### config.mk
export PLATFORM = sky130hd
export DESIGN_NAME = evtrig_pulse_gen
export DESIGN_NICKNAME = d
export VERILOG_FILES = /design/src/rtl/evtrig_pkg.sv /design/src/rtl/evtrig_decode.sv /design/src/rtl/evtrig_mask_track.sv /design/src/rtl/evtrig_pulse_timer.sv /design/src/rtl/evtrig_pulse_gen.sv
export SDC_FILE = /design/constraint.sdc
export NUM_CORES = 1
export LEC_CHECK = 0
export ABC_AREA = 1
export ABC_CLOCK_PERIOD_IN_PS = 2100
export BUFFER_PORTS_ARGS = -buffer_cell sky130_fd_sc_hd__buf_2
export CAP_MARGIN = 10
export CORE_ASPECT_RATIO = 0.5
export CORE_MARGIN = 2
export CORE_UTILIZATION = 45
export CTS_BUF_LIST = sky130_fd_sc_hd__clkbuf_4 sky130_fd_sc_hd__clkbuf_8
export DETAILED_ROUTE_END_ITERATION = 6
export PLACE_DENSITY = 0.68
export SLEW_MARGIN = 20
export SYNTH_ARGS = -nofsm -noshare
export SYNTH_HDL_FRONTEND = slang
export SYNTH_SLANG_ARGS = --single-unit
### constraint.sdc
create_clock -name clk -period 2.1 [get_ports clk]
set_clock_uncertainty 0.1 [all_clocks]
set_input_delay 0.42 -clock clk [delete_from_list [all_inputs] [get_ports clk]]
set_output_delay 0.42 -clock clk [all_outputs]
set_load 0.02 [all_outputs]
### src/rtl/evtrig_pkg.sv
package evtrig_pkg;

  typedef enum logic [1:0] {
    PG_IDLE = 2'd0,
    PG_WAIT = 2'd1,
    PG_HIGH = 2'd2
  } pg_state_e;

  // A configured code matches only if it is not the null code.
  function automatic logic code_hit(input logic [7:0] rx, input logic [7:0] cfg);
    return (rx == cfg) && (cfg != 8'h00);
  endfunction

endpackage

### src/rtl/evtrig_decode.sv
module evtrig_decode #(
  parameter int CODE_W = 8,
  parameter int N_SUPP = 2
) (
  input  logic                     ev_valid,
  input  logic [CODE_W-1:0]        ev_code,
  input  logic [CODE_W-1:0]        cfg_trig_code,
  input  logic [CODE_W-1:0]        cfg_start_code,
  input  logic [N_SUPP*CODE_W-1:0] cfg_supp_code,
  input  logic [N_SUPP-1:0]        cfg_supp_en,
  output logic                     trig_hit,
  output logic                     start_hit,
  output logic [N_SUPP-1:0]        supp_hit
);

  localparam logic [CODE_W-1:0] NULL_CODE = '0;

  logic code_live;
  assign code_live = ev_valid && (ev_code != NULL_CODE);

  assign trig_hit  = code_live && (ev_code == cfg_trig_code);
  assign start_hit = code_live && (ev_code == cfg_start_code);

  for (genvar i = 0; i < N_SUPP; i++) begin : g_slot
    logic [CODE_W-1:0] slot_code;
    assign slot_code   = cfg_supp_code[i*CODE_W +: CODE_W];
    assign supp_hit[i] = code_live && cfg_supp_en[i] && (ev_code == slot_code);
  end

endmodule

### src/rtl/evtrig_mask_track.sv
module evtrig_mask_track #(
  parameter int N_SUPP = 2
) (
  input  logic              clk,
  input  logic              rst_n,
  input  logic              start_hit,
  input  logic [N_SUPP-1:0] supp_hit,
  output logic [N_SUPP-1:0] seen,
  output logic              any_seen
);

  for (genvar i = 0; i < N_SUPP; i++) begin : g_flag
    always_ff @(posedge clk) begin
      if (!rst_n)            seen[i] <= 1'b0;
      else if (start_hit)    seen[i] <= 1'b0;
      else if (supp_hit[i])  seen[i] <= 1'b1;
    end
  end

  assign any_seen = |seen;

endmodule

### src/rtl/evtrig_pulse_timer.sv
module evtrig_pulse_timer
  import evtrig_pkg::*;
#(
  parameter int CNT_W = 32
) (
  input  logic             clk,
  input  logic             rst_n,
  input  logic             go,
  input  logic [CNT_W-1:0] delay_cyc,
  input  logic [CNT_W-1:0] width_cyc,
  output logic             idle,
  output logic             pulse_out
);

  localparam logic [CNT_W-1:0] ONE = CNT_W'(1);

  pg_state_e        state;
  logic [CNT_W-1:0] cnt;
  logic [CNT_W-1:0] width_q;

  always_ff @(posedge clk) begin
    if (!rst_n) begin
      state   <= PG_IDLE;
      cnt     <= '0;
      width_q <= '0;
    end else begin
      unique case (state)
        PG_IDLE: begin
          if (go) begin
            state   <= PG_WAIT;
            cnt     <= delay_cyc;
            width_q <= width_cyc;
          end
        end
        PG_WAIT: begin
          if (cnt == '0) begin
            state <= PG_HIGH;
            cnt   <= width_q - ONE;
          end else begin
            cnt <= cnt - ONE;
          end
        end
        PG_HIGH: begin
          if (cnt == '0) state <= PG_IDLE;
          else           cnt   <= cnt - ONE;
        end
        default: state <= PG_IDLE;
      endcase
    end
  end

  assign idle      = (state == PG_IDLE);
  assign pulse_out = (state == PG_HIGH);

endmodule

### src/rtl/evtrig_pulse_gen.sv
module evtrig_pulse_gen #(
  parameter int CODE_W = 8,
  parameter int N_SUPP = 2,
  parameter int CNT_W  = 32
) (
  input  logic                     clk,
  input  logic                     rst_n,
  input  logic                     ev_valid,
  input  logic [CODE_W-1:0]        ev_code,
  output logic                     ev_ready,
  input  logic [CODE_W-1:0]        cfg_trig_code,
  input  logic [CODE_W-1:0]        cfg_start_code,
  input  logic [N_SUPP*CODE_W-1:0] cfg_supp_code,
  input  logic [N_SUPP-1:0]        cfg_supp_en,
  input  logic [CNT_W-1:0]         cfg_delay_norm,
  input  logic [CNT_W-1:0]         cfg_delay_alt,
  input  logic [CNT_W-1:0]         cfg_width,
  output logic                     pulse_out
);

  logic              trig_hit;
  logic              start_hit;
  logic [N_SUPP-1:0] supp_hit;
  logic [N_SUPP-1:0] supp_seen;
  logic              any_seen;
  logic              timer_idle;
  logic              arm_go;
  logic [CNT_W-1:0]  delay_pick;

  assign ev_ready = 1'b1;

  evtrig_decode #(.CODE_W(CODE_W), .N_SUPP(N_SUPP)) u_decode (
    .ev_valid       (ev_valid),
    .ev_code        (ev_code),
    .cfg_trig_code  (cfg_trig_code),
    .cfg_start_code (cfg_start_code),
    .cfg_supp_code  (cfg_supp_code),
    .cfg_supp_en    (cfg_supp_en),
    .trig_hit       (trig_hit),
    .start_hit      (start_hit),
    .supp_hit       (supp_hit)
  );

  evtrig_mask_track #(.N_SUPP(N_SUPP)) u_track (
    .clk       (clk),
    .rst_n     (rst_n),
    .start_hit (start_hit),
    .supp_hit  (supp_hit),
    .seen      (supp_seen),
    .any_seen  (any_seen)
  );

  // Records from earlier codes only; the current code's effect lands next cycle.
  assign delay_pick = any_seen ? cfg_delay_alt : cfg_delay_norm;
  assign arm_go     = trig_hit && timer_idle && (cfg_width != '0);

  evtrig_pulse_timer #(.CNT_W(CNT_W)) u_timer (
    .clk       (clk),
    .rst_n     (rst_n),
    .go        (arm_go),
    .delay_cyc (delay_pick),
    .width_cyc (cfg_width),
    .idle      (timer_idle),
    .pulse_out (pulse_out)
  );

endmodule

Yosys cells after proc, flatten, opt, wreduce, memory -nomap -nowiden
Index checks and enable logic that the tools add are counted.
W data, S select, Z words.
Storage, ports and cells
  bits in registers: 68
  bits of input ports: 141
  logic and storage cells: 46
Cells by class
  $add $sub $neg: 2
  eq/ne operators: 10
  multiplexer cells: 9
  bitwise logic cells: 1
  reduce and logical (&&, ||, !) cells: 19
Operator list (number)
  $mux W32: 4
  $pmux W32 S3: 1
  $sub A32 B1 Y32 const B: 2
  $eq A8 B8 Y1: 4
  $logic_not A32 Y1: 1
  $reduce_bool A32 Y1: 1
  $logic_and A1 B1 Y1: 9
  $reduce_bool A8 Y1: 1
  $mux W2: 3
  $ne A2 B1 Y1 const B: 3
  $pmux W2 S3: 1
  $reduce_and A3 Y1: 2
  $reduce_or A2 Y1: 2
  $reduce_bool A3 Y1: 1
  $eq A2 B1 Y1 const B: 1
  $eq A2 B2 Y1 const B: 1
  $logic_not A2 Y1: 1
  $ne A2 B2 Y1 const B: 1
  $reduce_and A2 Y1: 1
  $not A1 Y1: 1

Depth between registers and ports, before layout
Gate-level depths: netlist (run 1).
  depth after elaboration: 7
  depth in mapped cells: 13

Modules after synthesis
A second synthesis (run 1) with hierarchy kept.
Unflattened totals
  cell total of the unflattened synthesis: 1109
  area, all modules: 6626.4 um^2
Modules (own cells, without submodules)
  evtrig_pulse_timer: times used 1, cells each 915, area an instance 5316.3 um^2, sequential area each 1321.3 um^2
  evtrig_pulse_gen: times used 1, cells each 71, area an instance 679.4 um^2, sequential area each 0.0 um^2
  evtrig_decode: times used 1, cells each 114, area an instance 561.8 um^2, sequential area each 0.0 um^2
  evtrig_mask_track: times used 1, cells each 9, area an instance 68.8 um^2, sequential area each 40.0 um^2

Worst setup path before layout (run 1)
No wires, ideal clock.
  path type: register to register
  start point: reg u_timer.state[0]
  end point: reg u_timer.cnt[31]
  setup time: 0.071 ns
  arrival: 1.670 ns
  required time: 1.929 ns
  path slack: 0.260 ns
  stages on the path, launching flop included: 11
  path buffers: 2
  cells stage by stage: dfxtp_1 > inv_1 > ha_1 > buf_1 > clkbuf_1 > nand3_1 > nand2_1 > inv_1 > nand2_1 > nand2_1 > a21oi_1
On the way
  elaborated cells on any way between the ends: 10
  classes of those cells: eq/ne: 4; mux: 1; reduce/logical: 5
RTL lines
  start, declared: RTL line evtrig_pulse_timer.sv:17  | pg_state_e state;
  start signal, assigned: RTL line evtrig_pulse_timer.sv:23  | state <= PG_IDLE;
  start signal, assigned: RTL line evtrig_pulse_timer.sv:30  | state <= PG_WAIT;
  start signal, assigned: RTL line evtrig_pulse_timer.sv:37  | state <= PG_HIGH;
  $eq A2 B2 Y1 *
  named net pulse_out: RTL line evtrig_pulse_gen.sv:18  | output logic pulse_out
  $ne A2 B2 Y1 (no source line) / $reduce_bool A3 Y1 (equally long branches)
  $reduce_and A3 Y1 (no source line)
  end signal, assigned: RTL line evtrig_pulse_timer.sv:31  | cnt <= delay_cyc;
  end signal, assigned: RTL line evtrig_pulse_timer.sv:38  | cnt <= width_q - ONE;
  end signal, assigned: RTL line evtrig_pulse_timer.sv:40  | cnt <= cnt - ONE;
  end, declared: RTL line evtrig_pulse_timer.sv:18  | logic [CNT_W-1:0] cnt;
Mark *: on every way through the listed nets, which the timed path passes. The rest lies on a longest branch.
A chain may end at the register's enable or synchronous reset.

Worst setup path in the final report (run 1)
  start point: reg u_timer.cnt[1]
  end point: reg u_timer.cnt[20]
On the way
  longest elaborated chain between the ends: 3
  elaborated cells on any way between the ends: 7
  classes of those cells: add/sub: 1; eq/ne: 1; mux: 3; reduce/logical: 2
RTL lines
  $sub A32 B1 Y32 / $logic_not A32 Y1 (equally long branches)
  $mux W32, or another cell as far along: RTL line evtrig_pulse_timer.sv:44  | if (cnt == '0) state <= PG_IDLE;
  $pmux W32 S3 / $reduce_and A3 Y1 (equally long branches)
Parallel ways exist; a longest one is shown, timed or not. The select of a mux whose other input is x is not followed.

==> results.txt, run 1 <==
- Relative to the synthesized area, the layout overhead comes to 30.3%.
- Antenna diodes: 0
* Worst setup EP type: flip-flop
- The via count of the first global-routing pass is 7348.
- Setup violations remaining at the end of the flow were counted as 0.
- Number of instances in the synthesized netlist: 1158
* Total CTS buffers: 9
- Worst vdd ir: 0.000660 V
- Number of hold violations in the final report: 0
- STA classifies the critical path startpoint as a flip-flop.
- Worst hold path depth: 3
- Largest fanout of any net on the critical path: 11
- The clock tree synthesis step divided the H-tree into 3 levels.
* Placed wire-length estimate after detailed placement: 18.7 mm
- The die is 88.2 um tall.
- In the routed layout, each cell is associated on average with a via count of 5.27.
* Final global-route overflow total: 0
* Width of the chip: 172 um
- Power share of the combinational group: 0.765
- The worst hold path belongs to the class in -> reg.
* Total power of the final layout: 0.0127 W
* Critical path required time: 2.24 ns
* Count of filler cells inserted in the layout: 1396
* Top-area cell type share of the netlist area: 0.213
- Of the total power, the share spent switching nets is 0.533.
* Data arrival at the endpoint of the critical path: 2.19 ns
* Number of cell instances on the worst register-to-register path: 12
* Fraction of final layout cells sized beyond drive strength 1: 0.240
- The die covers 15200 sq um.
- Hold Buf Count CTS: 0
* Clock tree from TritonCTS: yes
* Core area: 13700 sq um
- Routed Antenna Nets: 0
* Number of antenna violations at the first check in global routing: 0
- Gp weighted congestion: 0.959
- Count of yosys warnings during synthesis: 0
- Row generation in the floorplan step produced 30 rows.
- At the end of the flow the core is filled with cells to 0.607.
* Number of synthesized register bits: 68
- DRT Pass-1 Iters: 5
- Minimum setup slack among reg-to-reg paths: 0.05 ns
- Top-level port count: 143
- For this design, the sink count on the clock tree is 68.
* Overall via count from detail_route: 8177
- In the synthesized netlist the dominant register cell turns out to be sky130_fd_sc_hd__dfxtp_1.
- Routed length per instance: 15.5 um
- Worst Path Class, Setup: reg -> reg
* Share of total power in the clock network: 0.090
- By area the synthesized netlist is led by sky130_fd_sc_hd__dfxtp_1 21%, sky130_fd_sc_hd__nand2_1 21%, sky130_fd_sc_hd__nor2_1 12%.
- Hold endpoint: u_timer.width_q[23]
- After the first detailed-routing iteration, the DRC count stood at 766.
- The startpoint identified for the worst hold timing path is cfg_width[23].
- Top cells by count, synth: 356 x sky130_fd_sc_hd__nand2_1, 201 x sky130_fd_sc_hd__nor2_1, 118 x sky130_fd_sc_hd__nand3_1, 111 x sky130_fd_sc_hd__inv_1, 68 x sky130_fd_sc_hd__dfxtp_1
* Max-cap violation count: 0
* Synth unique cells: 37
* Drt drc: 0
- Starting Density: 0.466
- The share of the Yosys chip area taken by registers is 0.213.
- Buffers placed on the I/O ports in this run total 141.
* Outcome: completed
- Summing all multi-input logic gate instances after layout gives 4500 sq um.
* Pin count of the biggest net entering global routing: 47
- Avg Synthesized Cell Area: 5.51 sq um
- CTS placed an instance of sky130_fd_sc_hd__clkbuf_8 at the clock tree root.
* Net count, final: 1503
- The slowest stage of the critical path is the sky130_fd_sc_hd__dfxtp_2 cell.
- Fraction of power consumed by sequential logic: 0.145
* Slack of the critical path: 0.0548 ns
* Storage element area: 1370 sq um
- Cells along the critical path: inv_1 -> ha_2 -> nand3_1 -> nand3b_1 -> nor2_4 -> buf_12 -> buf_4 -> nand2_1 -> nand3_1 -> nand2_2 -> nand2_1 -> a21oi_1
- Total internal power: 0.00593 W
- Clock latency reported for the late side of the worst-skew pair: 0.37 ns
- Setup repair after global routing could not meet its margin everywhere.
- Post-synthesis cell area: 6390 sq um
- Reg-to-Reg Start: u_timer.cnt[1]
* Total Routed Length: 24.1 mm
- The analysis attributes to net switching a power of 0.00678 W.
- Synth async-reset ratio: 0
- Delay of the slowest cell on the worst path: 0.35 ns
* Number of synthesized flops with an enable pin: 0
* Pins over their slew limit: 0
- Dividing the final minimum period by the clock period gives 0.974.
- Counting along the longest clock path gives a buffer depth of 2.
- The largest total area in the synthesized netlist belongs to sky130_fd_sc_hd__dfxtp_1.
- Tot GR Track Use: 0.318
- Clock transition time at the flip-flop clock pins of the worst setup and hold paths: 0.09 ns
- For this design the static power due to leakage is 4.29 nW.
- First-pass GRT wire length: 37.0 mm
- Worst Setup SP: u_timer.cnt[1]
* Syn Nets: 1306
- Final min period: 2.05 ns
- sky130_fd_sc_hd__nand2_1 is the most common cell in the netlist.
- Dividing total power by cell area gives a power density of 1530 nW/um^2.
- At the placement stage, the worst setup path has a slack of -0.0550 ns.
- For this run, the top clock speed supported by timing is 0.489 GHz.
- The worst register-to-register path ends at u_timer.cnt[20].
-- cell families (layout without fill, tap and decap cells) --
group / Yosys count / in the layout / synth area share
compound gates: 150 / 150 / 0.138
xor+xnor: 33 / 33 / 0.0453
fa+ha+maj: 7 / 7 / 0.0137
buf+inv: 164 / 366 / 0.106
flops: 68 / 68 / 0.213
other cells: 1 / 1 / 0.000587
simple gates: 735 / 735 / 0.483
-- repair_timing --
action	CTS	global route
gates resized for setup	2	56
endpoints found under the hold margin	0	0
buffers inserted	0	12
endpoints found under the setup margin	10	55
pin swaps	0	10
gates cloned	0	1
-- critical path, delay by kind of cell, from the launching register on --
| kind | cells | cell delay, ns |
|---|---|---|
| simple gates | 7 | 0.87 |
| compound gates | 1 | 0.05 |
| flops | 1 | 0.35 |
| buf+inv | 3 | 0.37 |
| fa+ha+maj | 1 | 0.18 |
-- stage by stage --
| step | setup TNS, ns | cells | hold slack [ns] | area [sq um] |
|---|---|---|---|---|
| after floorplan | 0 | 1158 | 0.329 | 6390 |
| after global placement | -0.000752 | 1523 | 0.352 | 7820 |
| after detailed placement | -0.360 | 1523 | 0.363 | 7820 |
| after CTS | 0 | 1539 | 0.223 | 8020 |
| after global routing | -0.398 | 1552 | 0.223 | 8320 |
| final | 0 | 1552 | 0.231 | 8320 |
-- cell type report --
cell class                      instances  area share
Sequential cell                        68       0.164
Clock inverter                          6     0.00782
Inverter                              116      0.0531
Clock buffer                           10      0.0158
Multi-Input combinational cell        926       0.541
Timing Repair Buffer                  234       0.189
Tap cell                              192      0.0289
-- registers in the layout (all words and copies together), names as in the netlist --
register         cells
u_timer.cnt         32
u_timer.state        2
u_timer.width_q     32
u_track.seen         2
-- layer usage --
metal	part of all wire	up-vias	track usage
met4	0.013	0	0.0695
met1	0.47	3641	0.444
met3	0.11	33	0.0872
met2	0.40	396	0.492
met5	0	-	0
li1	-	4107	-
-- cell usage in the layout (no fill, tap or decap), types with 4 or more instances in the layout --
| cell | instances |
|---|---|
| sky130_fd_sc_hd__xnor2_1 | 13 |
| sky130_fd_sc_hd__o21bai_1 | 5 |
| sky130_fd_sc_hd__o21ai_1 | 13 |
| sky130_fd_sc_hd__nor3_1 | 5 |
| sky130_fd_sc_hd__buf_4 | 79 |
| sky130_fd_sc_hd__nor2_2 | 20 |
| sky130_fd_sc_hd__nand4_1 | 22 |
| sky130_fd_sc_hd__nand3_1 | 116 |
| sky130_fd_sc_hd__a211oi_1 | 33 |
| sky130_fd_sc_hd__o211ai_1 | 6 |
| sky130_fd_sc_hd__inv_1 | 108 |
| sky130_fd_sc_hd__nand2_1 | 346 |
| sky130_fd_sc_hd__nand2_2 | 15 |
| sky130_fd_sc_hd__dfxtp_1 | 65 |
| sky130_fd_sc_hd__o21ai_0 | 28 |
| sky130_fd_sc_hd__nor2_1 | 186 |
| sky130_fd_sc_hd__buf_2 | 141 |
| sky130_fd_sc_hd__xor2_1 | 19 |
| sky130_fd_sc_hd__nor2_4 | 12 |
| sky130_fd_sc_hd__or2_2 | 4 |
| sky130_fd_sc_hd__inv_2 | 6 |
| sky130_fd_sc_hd__clkbuf_8 | 9 |
| sky130_fd_sc_hd__a21oi_1 | 53 |
| sky130_fd_sc_hd__buf_12 | 12 |
-- power groups by stage --
stage          clock, W  sequential [W]  combinational, W
3_5_place_dp          0         0.00182           0.00860
4_1_cts         0.00115         0.00180           0.00865
5_1_grt         0.00122         0.00187            0.0107
2_1_floorplan         0         0.00185           0.00555
3_3_place_gp          0         0.00181           0.00848
6_report        0.00115         0.00184           0.00973
-- how the worst max path moves through the flow --
stage,end,slack (ns),cells after the start
2_1_floorplan,u_timer.cnt[31],0.26,10
3_3_place_gp,u_timer.cnt[0],-0.0008,11
3_5_place_dp,u_timer.cnt[16],-0.05,12
4_1_cts,u_timer.cnt[26],0.004,12
5_1_grt,u_timer.cnt[30],-0.04,12
6_report,u_timer.cnt[20],0.05,12
No activity file was read; power rests on OpenSTA's default activity.
==> run 2, diff against run 1 <==
--- a/config.mk
+++ b/config.mk
@@ -15,6 +15,7 @@
 export CTS_BUF_LIST = sky130_fd_sc_hd__clkbuf_4 sky130_fd_sc_hd__clkbuf_8
 export DETAILED_ROUTE_END_ITERATION = 6
 export PLACE_DENSITY = 0.68
+export SETUP_SLACK_MARGIN = 0.1
 export SLEW_MARGIN = 20
 export SYNTH_ARGS = -nofsm -noshare
 export SYNTH_HDL_FRONTEND = slang
==> results.txt, run 2 (synthesized netlist as in run 1, its figures left out) <==
- Outcome: completed (unchanged)
* Final global-route overflow total: 0 (unchanged)
- The switching part of the total came to 0.523 (was 0.533).
- Final instance count without filler cells: 1573 (was 1552)
- Multi-input combinational cell area: 4790 sq um (was 4500 sq um)
- Overall via count from detail_route: 8415 (was 8177)
- Final Cycle Share: 0.979 (was 0.974)
- Slack of the critical path: 0.0447 ns (was 0.0548 ns)
- The reported net switching power was 0.00752 W (was 0.00678 W).
* Clock tree from TritonCTS: yes (unchanged)
* Total Routed Length: 25.6 mm (was 24.1 mm)
- The maximum ir drop on the vdd rail is 0.000787 V (was 0.000660 V).
- The number of I/O port buffers was 141 (unchanged).
* Worst min-delay path category: in -> reg (unchanged)
- Setup violators final: 0 (unchanged)
- Net count, final: 1524 (was 1503)
- The initial core utilization was 0.466 (unchanged).
- Routed length per instance: 16.3 um (was 15.5 um)
- Highest-count cells in the layout ignoring fill and taps: 330 x sky130_fd_sc_hd__nand2_1, 167 x sky130_fd_sc_hd__nor2_1, 141 x sky130_fd_sc_hd__buf_2, 106 x sky130_fd_sc_hd__nand3_1, 105 x sky130_fd_sc_hd__inv_1 (was 346 x sky130_fd_sc_hd__nand2_1, 186 x sky130_fd_sc_hd__nor2_1, 141 x sky130_fd_sc_hd__buf_2, 116 x sky130_fd_sc_hd__nand3_1, 108 x sky130_fd_sc_hd__inv_1)
* Fraction of final layout cells sized beyond drive strength 1: 0.301 (was 0.240)
* Core area: 13700 sq um (unchanged)
- Number of antenna violations at the first check in global routing: 0 (unchanged)
* Share of total power in the clock network: 0.081 (was 0.090)
- The number of vias per cell after detailed routing was 5.35 (was 5.27).
* Commonest non-fill, non-tap cell in the layout: sky130_fd_sc_hd__nand2_1 (unchanged)
- Unrepaired setup endpoints after global routing: true (unchanged).
- The register area is 1380 sq um (was 1370 sq um).
* Hold Buf Count CTS: 0 (unchanged)
- The filler cell count in the final layout came to 1292 (was 1396).
- Leading registers by flop count: u_timer.cnt x32, u_timer.width_q x32 (unchanged).
* Worst setup EP type: flip-flop (unchanged)
- The insertion delay of the later-clocked pin in the worst-skew pair came to 0.37 ns (about the same).
* Final min period: 2.06 ns (was 2.05 ns)
- The width of the die is 172 um (unchanged).
* Cell count after placement: 1523 (unchanged)
- Height of the die: 88.2 um (unchanged)
- Routed Antenna Nets: 0 (unchanged)
- Clk buf depth: 2 (unchanged)
- The critical path data arrival time came to 2.20 ns (was 2.19 ns).
- Clk Tree Root Cell: sky130_fd_sc_hd__clkbuf_8 (unchanged)
- The highest fanout seen on the critical path came to 5 (was 11).
- The DRC violation count after routing is 0 (unchanged).
- Site row count: 30 (unchanged)
- Via count of the first global-routing pass: 7346 (was 7348)
- The cell-internal power came to 0.00686 W (was 0.00593 W).
- The sequential group share of total power was 0.134 (was 0.145).
* Full die area: 15200 sq um (unchanged)
* Max frequency: 0.487 GHz (was 0.489 GHz)
- Total CTS buffers: 9 (unchanged)
- Total power of the final layout: 0.0144 W (was 0.0127 W)
- The maximum number of pins on one net before global-route repair came to 47 (unchanged).
* Gp weighted congestion: 0.959 (unchanged)
- The clock transition at the register clock pins on the worst setup and hold paths after CTS came to 0.09 ns (about the same).
* Total number of clock tree sinks: 68 (unchanged)
* Number of design-rule violations left by the first detailed-router iteration: 981 (was 766)
- Critical path required time: 2.25 ns (was 2.24 ns)
* Tot GR Track Use: 0.319 (was 0.318)
- Worst Path Class, Setup: reg -> reg (unchanged)
- The number of hold-slack violations in the final timing report was 0 (unchanged).
- Power share of the combinational group: 0.786 (was 0.765)
* Final core utilization: 0.652 (was 0.607)
* Static power due to leakage: 4.50 nW (was 4.29 nW)
- The number of max-slew violations in the final report came to 0 (unchanged).
* Top-level port count: 143 (unchanged)
* Worst setup timing slack at the placement stage: -0.0550 ns (unchanged)
- The summed negative setup slack over all endpoints came to 0 ns (unchanged).
* Max-cap violation count: 0 (unchanged)
- First-pass GRT wire length: 37.1 mm (was 37.0 mm)
- Placed wire-length estimate after detailed placement: 18.7 mm (unchanged)
- Startpoint types: flip-flop (unchanged)
- CTS H-Tree Depth: 3 (unchanged)
- The layout overhead on the synthesized area came to 39.8% (was 30.3%).
- Antenna diodes: 0 (unchanged)
* Power density normalized to cell area: 1610 nW/um^2 (was 1530 nW/um^2)
- The first-pass iteration count of the detailed router was 5 (unchanged).
run 2: cell count changes in the layout (fill, tap and decap cells not counted), moves of 7 or more:
cell | previous run | this run
sky130_fd_sc_hd__nand2_1 | 346 | 330
sky130_fd_sc_hd__dfxtp_1 | 65 | 54
sky130_fd_sc_hd__nor2_4 | 12 | 24
sky130_fd_sc_hd__nand3_2 | 3 | 11
sky130_fd_sc_hd__buf_4 | 79 | 87
sky130_fd_sc_hd__nand2_2 | 15 | 29
sky130_fd_sc_hd__nor2_1 | 186 | 167
sky130_fd_sc_hd__dfxtp_2 | 3 | 12
sky130_fd_sc_hd__nor2_2 | 20 | 27
sky130_fd_sc_hd__nand3_1 | 116 | 106
run 2: path summary, 6_finish.rpt:
check / slack, ns / from / end / cells after the start
max: 0.04 / u_timer.cnt[11] / u_timer.cnt[14] / 12
min: 0.23 / cfg_width[23] / u_timer.width_q[23] / 3
max reg2reg: 0.04 / u_timer.cnt[11] / u_timer.cnt[14] / 12
min reg2reg: 0.37 / u_track.seen[0] / u_track.seen[0] / 2
run 2: critical path, stage by stage, from the launching register on:
cell,delay [ns]
sky130_fd_sc_hd__dfxtp_2,0.34
sky130_fd_sc_hd__nor2_4,0.19
sky130_fd_sc_hd__nand2_4,0.08
sky130_fd_sc_hd__nor2_4,0.16
sky130_fd_sc_hd__nand2_2,0.09
sky130_fd_sc_hd__nor2_4,0.18
sky130_fd_sc_hd__buf_12,0.13
sky130_fd_sc_hd__clkbuf_16,0.14
sky130_fd_sc_hd__nand2_1,0.13
sky130_fd_sc_hd__nand3_1,0.15
sky130_fd_sc_hd__nand3_1,0.09
sky130_fd_sc_hd__nand3_1,0.10
sky130_fd_sc_hd__a21oi_1,0.06
run 2: power groups by stage:
| stage | logic, W | registers [W] | clock network, W |
|---|---|---|---|
| 2_1_floorplan | 0.00555 | 0.00185 | 0 |
| 3_3_place_gp | 0.00848 | 0.00181 | 0 |
| 3_5_place_dp | 0.00860 | 0.00182 | 0 |
| 4_1_cts | 0.00874 | 0.00180 | 0.00115 |
| 5_1_grt | 0.0122 | 0.00194 | 0.00122 |
| 6_report | 0.0113 | 0.00192 | 0.00116 |
run 2: through the flow:
stage | instance area (sq um) | hold slack [ns]
finish | 8930 | 0.227
global route | 8930 | 0.223
CTS | 8060 | 0.223
detailed placement | 7820 | 0.363
global placement | 7820 | 0.352
floorplan | 6390 | 0.329
run 2: routing by layer:
metal	track usage	vias to the layer above	share of wire
met2	0.495	464	0.42
met4	0.0665	0	0.012
met5	0	-	0
met1	0.449	3753	0.45
met3	0.0818	40	0.12
li1	-	4158	-
run 2: layout make-up:
| type | count | area share |
|---|---|---|
| Clock buffer | 10 | 0.0147 |
| Sequential cell | 68 | 0.155 |
| Tap cell | 192 | 0.0269 |
| Timing Repair Buffer | 255 | 0.209 |
| Multi-Input combinational cell | 926 | 0.537 |
| Inverter | 116 | 0.0506 |
| Clock inverter | 6 | 0.00729 |
run 2: what timing repair did:
action                     4_1_cts  5_1_grt
cloned                           0        6
pin swaps                        3       46
resized for setup               14      148
setup buffers                    0       28
setup endpoints to repair       32       57
==> run 3, diff against run 2 <==
--- a/config.mk
+++ b/config.mk
@@ -5,7 +5,7 @@
 export SDC_FILE = /design/constraint.sdc
 export NUM_CORES = 1
 export LEC_CHECK = 0
-export ABC_AREA = 1
+export ABC_AREA = 0
 export ABC_CLOCK_PERIOD_IN_PS = 2100
 export BUFFER_PORTS_ARGS = -buffer_cell sky130_fd_sc_hd__buf_2
 export CAP_MARGIN = 10
@@ -14,7 +14,7 @@
 export CORE_UTILIZATION = 45
 export CTS_BUF_LIST = sky130_fd_sc_hd__clkbuf_4 sky130_fd_sc_hd__clkbuf_8
 export DETAILED_ROUTE_END_ITERATION = 6
-export PLACE_DENSITY = 0.68
+export PLACE_DENSITY = 0.7
 export SETUP_SLACK_MARGIN = 0.1
 export SLEW_MARGIN = 20
 export SYNTH_ARGS = -nofsm -noshare
==> results.txt, run 3 <==
* Outcome: finished, violations left (was completed)
- The checks that failed: design-rule violations, negative setup slack.
* Number of I/O port buffers: 141 (unchanged)
- The cell leakage power came to 4.27 nW (was 4.50 nW).
* Gp weighted congestion: 0.955 (was 0.959)
* Dominant cells by area after synthesis: sky130_fd_sc_hd__dfxtp_1 26%, sky130_fd_sc_hd__mux2i_1 7.7%, sky130_fd_sc_hd__xnor2_1 6.4% (was sky130_fd_sc_hd__dfxtp_1 21%, sky130_fd_sc_hd__nand2_1 21%, sky130_fd_sc_hd__nor2_1 12%)
- Most Frequent Cell on Critical Path: sky130_fd_sc_hd__or4_4
* Fraction of final layout cells sized beyond drive strength 1: 0.553 (was 0.301)
* Total number of clock tree sinks: 68 (unchanged)
- Overall via count from detail_route: 7581 (was 8415)
- The register-to-register setup slack was -0.81 ns (was 0.04 ns).
- The number of logic stages on the critical path including buffering came to 9 (was 12).
- The maximum number of pins on one net before global-route repair was 37 (was 47).
- Fraction of power consumed by sequential logic: 0.351 (was 0.134)
- Via count of the first global-routing pass: 7052 (was 7346)
- Area leader, netlist: sky130_fd_sc_hd__dfxtp_1 (unchanged)
- Worst Path Class, Setup: reg -> reg (unchanged)
- Syn Nets: 835 (was 1306)
- The first-pass iteration count of the detailed router was 7 (was 5).
- Data arrival at the endpoint of the critical path: 3.09 ns (was 2.20 ns)
* Number of instances in the synthesized netlist: 687 (was 1158)
* Number of synthesized register bits: 68 (unchanged)
* Antenna diodes: 0 (unchanged)
* Largest fanout of any net on the critical path: 2 (was 5)
* Delay of the slowest cell on the worst path: 0.46 ns (was 0.34 ns)
- The switching part of the total came to 0.282 (was 0.523).
* Full die area: 12800 sq um (was 15200 sq um)
* Clock transition time at the flip-flop clock pins of the worst setup and hold paths: 0.09 ns (about the same)
- The total overflow reported by the global router is 0 (unchanged).
* Worst setup timing slack at the placement stage: -0.849 ns (was -0.0550 ns)
- Net count, final: 1177 (was 1524)
- Height of the die: 81.0 um (was 88.2 um)
* Number of hold violations in the final report: 0 (unchanged)
- The count of unique library cells instantiated by Yosys is 65 (was 37).
* Unrepaired setup endpoints after global routing: true (unchanged)
* Clk buf depth: 2 (unchanged)
* Avg Synthesized Cell Area: 7.76 sq um (was 5.51 sq um)
- The core area is 11700 sq um (was 13700 sq um).
- The most frequently used flop master after synthesis is sky130_fd_sc_hd__dfxtp_1 (unchanged).
- Critical path required time: 2.28 ns (was 2.25 ns)
- Slack of the critical path: -0.811 ns (was 0.0447 ns)
* First-pass GRT wire length: 36.9 mm (was 37.1 mm)
* Clock tree from TritonCTS: yes (unchanged)
- The xor/xnor share of the synthesized area came to 0.128 (was 0.0453).
* Number of antenna violations at the first check in global routing: 0 (unchanged)
* Critical Path Slowest Stage Cell: sky130_fd_sc_hd__or4b_4 (was sky130_fd_sc_hd__dfxtp_2)
* Vias per Instance: 6.33 (was 5.35)
- Startpoint types: flip-flop (unchanged)
* Site row count: 28 (was 30)
* Number of cell instances on the worst register-to-register path: 9 (was 12)
- Starting Density: 0.457 (was 0.466)
* Max-cap violation count: 0 (unchanged)
* Setup violators final: 52 (was 0)
- The DRC violation count after routing was 5 (was 0).
* Worst vdd ir: 0.000302 V (was 0.000787 V)
- The number of max-slew violations in the final report came to 0 (unchanged).
- Top cells by count, synth: 68 x sky130_fd_sc_hd__dfxtp_1, 68 x sky130_fd_sc_hd__nor2_1, 58 x sky130_fd_sc_hd__nand2_1, 42 x sky130_fd_sc_hd__clkbuf_1, 41 x sky130_fd_sc_hd__mux2i_1 (was 356 x sky130_fd_sc_hd__nand2_1, 201 x sky130_fd_sc_hd__nor2_1, 118 x sky130_fd_sc_hd__nand3_1, 111 x sky130_fd_sc_hd__inv_1, 68 x sky130_fd_sc_hd__dfxtp_1).
* Final core utilization: 0.806 (was 0.652)
* Launch instance of the worst min-delay path: cfg_width[6] (was cfg_width[23])
- The overall track demand over capacity in global routing is 0.378 (was 0.319).
- Placed wire-length estimate after detailed placement: 15.9 mm (was 18.7 mm)
- Worst hold path depth: 3 (unchanged)
- The type of element capturing the critical path was a flip-flop (unchanged).
- The number of warnings issued by yosys was 0 (unchanged).
- The reported net switching power is 0.00104 W (was 0.00752 W).
* Area growth from synthesis to final layout: 76.5% (was 39.8%)
- Reg-to-reg critical path endpoint: u_timer.cnt[14] (unchanged)
- The buffering stage count on the worst path with inverters included came to 1 (was 2).
* Total CTS buffers: 9 (unchanged)
* Placed standard-cell area: 7720 sq um (was 7820 sq um)
* Share of total power in the clock network: 0.412 (was 0.081)
- CTS H-Tree Depth: 3 (unchanged)
* Final min period: 2.91 ns (was 2.06 ns)
* Pin slew with the least headroom to its limit: 0.672 ns
- The final period utilization is 1.39 (was 0.979).
- Clk Tree Root Cell: sky130_fd_sc_hd__clkbuf_8 (unchanged)
* Adder and majority cell fraction of the synthesized area: 0.0164 (was 0.0137)
- Simple-gate share of the synthesized area: 0.266 (was 0.483)
- The commonest non-fill, non-tap cell in the layout is sky130_fd_sc_hd__buf_4 (was sky130_fd_sc_hd__nand2_1).
- The average wire per cell in the routed design is 22.9 um (was 16.3 um).
- The insertion delay of the later-clocked pin in the worst-skew pair is 0.38 ns (was 0.37 ns).
- The total power divided by cell area came to 393 nW/um^2 (was 1610 nW/um^2).
- The post-synthesis compound-gate area fraction is 0.188 (was 0.138).
* Reg-to-Reg Start: u_timer.width_q[0] (was u_timer.cnt[11])
- Worst min-delay path category: in -> reg (unchanged)
* Hold endpoint: u_timer.width_q[6] (was u_timer.width_q[23])
- The async set-or-reset flop fraction in the synthesized netlist is 0 (unchanged).
* Routed Antenna Nets: 0 (unchanged)
- The cell area after synthesis came to 5330 sq um (was 6390 sq um).
- Finished Cell Area: 9410 sq um (was 8930 sq um)
- The highest attainable clock frequency was 0.343 GHz (was 0.487 GHz).
* Total internal power: 0.00265 W (was 0.00686 W)
* Cells along the critical path: inv_2 -> ha_4 -> or4b_4 -> or4_4 -> or4_4 -> xor2_2 -> nor2_1 -> or3_1 -> a32o_1 (was nor2_4 -> nand2_4 -> nor2_4 -> nand2_2 -> nor2_4 -> buf_12 -> clkbuf_16 -> nand2_1 -> nand3_1 -> nand3_1 -> nand3_1 -> a21oi_1)
- The largest family of logic cells by synthesized area is simple AND/OR/NAND/NOR gates (unchanged).
- The multiplexer share of the synthesized area is 0.0897 (was 0).
- Leading registers by flop count: u_timer.cnt x32, u_timer.width_q x32 (unchanged)
- Cell type group with the largest total delay on the critical path: simple AND/OR/NAND/NOR gates (unchanged)
- Width of the chip: 158 um (was 172 um)
- Measured against its own limit, the worst slew margin works out to 0.551.
- The count of pins on the block boundary is 143 (unchanged).
* Part of the Yosys area used for sequential elements: 0.255 (was 0.213)
- The sum of routed wire length over all layers came to 27.4 mm (was 25.6 mm).
* Highest-count cells in the layout ignoring fill and taps: 187 x sky130_fd_sc_hd__buf_4, 137 x sky130_fd_sc_hd__buf_2, 60 x sky130_fd_sc_hd__nor2_1, 54 x sky130_fd_sc_hd__dfxtp_1, 46 x sky130_fd_sc_hd__nand2_1 (was 330 x sky130_fd_sc_hd__nand2_1, 167 x sky130_fd_sc_hd__nor2_1, 141 x sky130_fd_sc_hd__buf_2, 106 x sky130_fd_sc_hd__nand3_1, 105 x sky130_fd_sc_hd__inv_1)
- The combinational group share of total power came to 0.237 (was 0.786).
- Number of design-rule violations left by the first detailed-router iteration: 1204 (was 981)
- Number of synthesized flops with an enable pin: 0 (unchanged)
* Top-area cell type share of the netlist area: 0.255 (was 0.213)
run 3: changes by cell type after synthesis, moves of 16 or more:
cell | previous run | this run
sky130_fd_sc_hd__a211oi_1 | 33 | 8
sky130_fd_sc_hd__a21oi_1 | 55 | 28
sky130_fd_sc_hd__clkbuf_1 | 22 | 42
sky130_fd_sc_hd__inv_1 | 111 | 10
sky130_fd_sc_hd__mux2i_1 | 0 | 41
sky130_fd_sc_hd__nand2_1 | 356 | 58
sky130_fd_sc_hd__nand3_1 | 118 | 40
sky130_fd_sc_hd__nor2_1 | 201 | 68
sky130_fd_sc_hd__nor3_1 | 5 | 21
sky130_fd_sc_hd__nor4_1 | 0 | 27
sky130_fd_sc_hd__xnor2_1 | 13 | 39
sky130_fd_sc_hd__xor2_1 | 20 | 39
run 3: power by group through the flow:
stage	Combinational (W)	Clock (W)	Sequential [W]
2_1_floorplan	0.000296	0	0.00133
3_3_place_gp	0.000629	0	0.00133
3_5_place_dp	0.000639	0	0.00133
4_1_cts	0.000765	0.00148	0.00129
5_1_grt	0.000913	0.00157	0.00129
6_report	0.000876	0.00152	0.00129
run 3: worst min-delay path, delay by kind of cell:
family	cells	cell delay (ns)
buffers and inverters	1	0.09
and+or+nand+nor	1	0.08
muxes	1	0.06
run 3: kinds of logic (layout without fill, tap and decap cells):
family,Yosys count,count (layout)
other,1,1
multiplexers,47,47
flip-flops,68,68
buffers and inverters,63,408
AND/OR/NAND/NOR,278,279
AO/OA/AOI/OAI,145,145
adder cells (fa/ha/maj),7,7
XOR/XNOR,78,78
run 3: timing repair:
item / in CTS / in global routing
hold buffers: 0 / 0
gates resized for setup: 133 / 89
cloned: 6 / 0
setup buffers: 24 / 22
endpoints found under the setup margin: 67 / 62
pin swaps: 60 / 63
run 3: cell type report:
| type | instances | area [sq um] |
|---|---|---|
| tap | 165 | 206 |
| sequential | 68 | 1380 |
| timing repair buffer | 382 | 2930 |
| fill | 685 | 2260 |
| inverter | 11 | 43.8 |
| clock inverter | 6 | 138 |
| clock buffer | 9 | 124 |
| multi-input combinational | 557 | 4590 |
run 3: routing by layer:
layer,track usage,part of all wire,vias up
met2,0.633,0.45,658
met5,0.0833,0.00011,-
met4,0.146,0.060,2
met1,0.463,0.35,3501
met3,0.104,0.14,200
li1,-,-,3220
run 3: worst max-delay path by stage:
stage                 endpoint          startpoint
3_5_place_dp   u_timer.cnt[14]  u_timer.width_q[5]
5_1_grt        u_timer.cnt[14]  u_timer.width_q[0]
6_report       u_timer.cnt[14]  u_timer.width_q[0]
2_1_floorplan  u_timer.cnt[14]  u_timer.width_q[1]
3_3_place_gp   u_timer.cnt[14]  u_timer.width_q[1]
4_1_cts        u_timer.cnt[14]  u_timer.width_q[1]
run 3: through the flow:
step | setup TNS [ns] | hold WS [ns] | power, W | std cells
after floorplan | -9.39 | 0.359 | 0.00162 | 687
after global placement | -25.23 | 0.394 | 0.00195 | 1137
after detailed placement | -27.97 | 0.406 | 0.00196 | 1137
after CTS | -10.47 | 0.217 | 0.00354 | 1181
after global routing | -18.09 | 0.213 | 0.00378 | 1198
final | -15.65 | 0.211 | 0.00369 | 1198
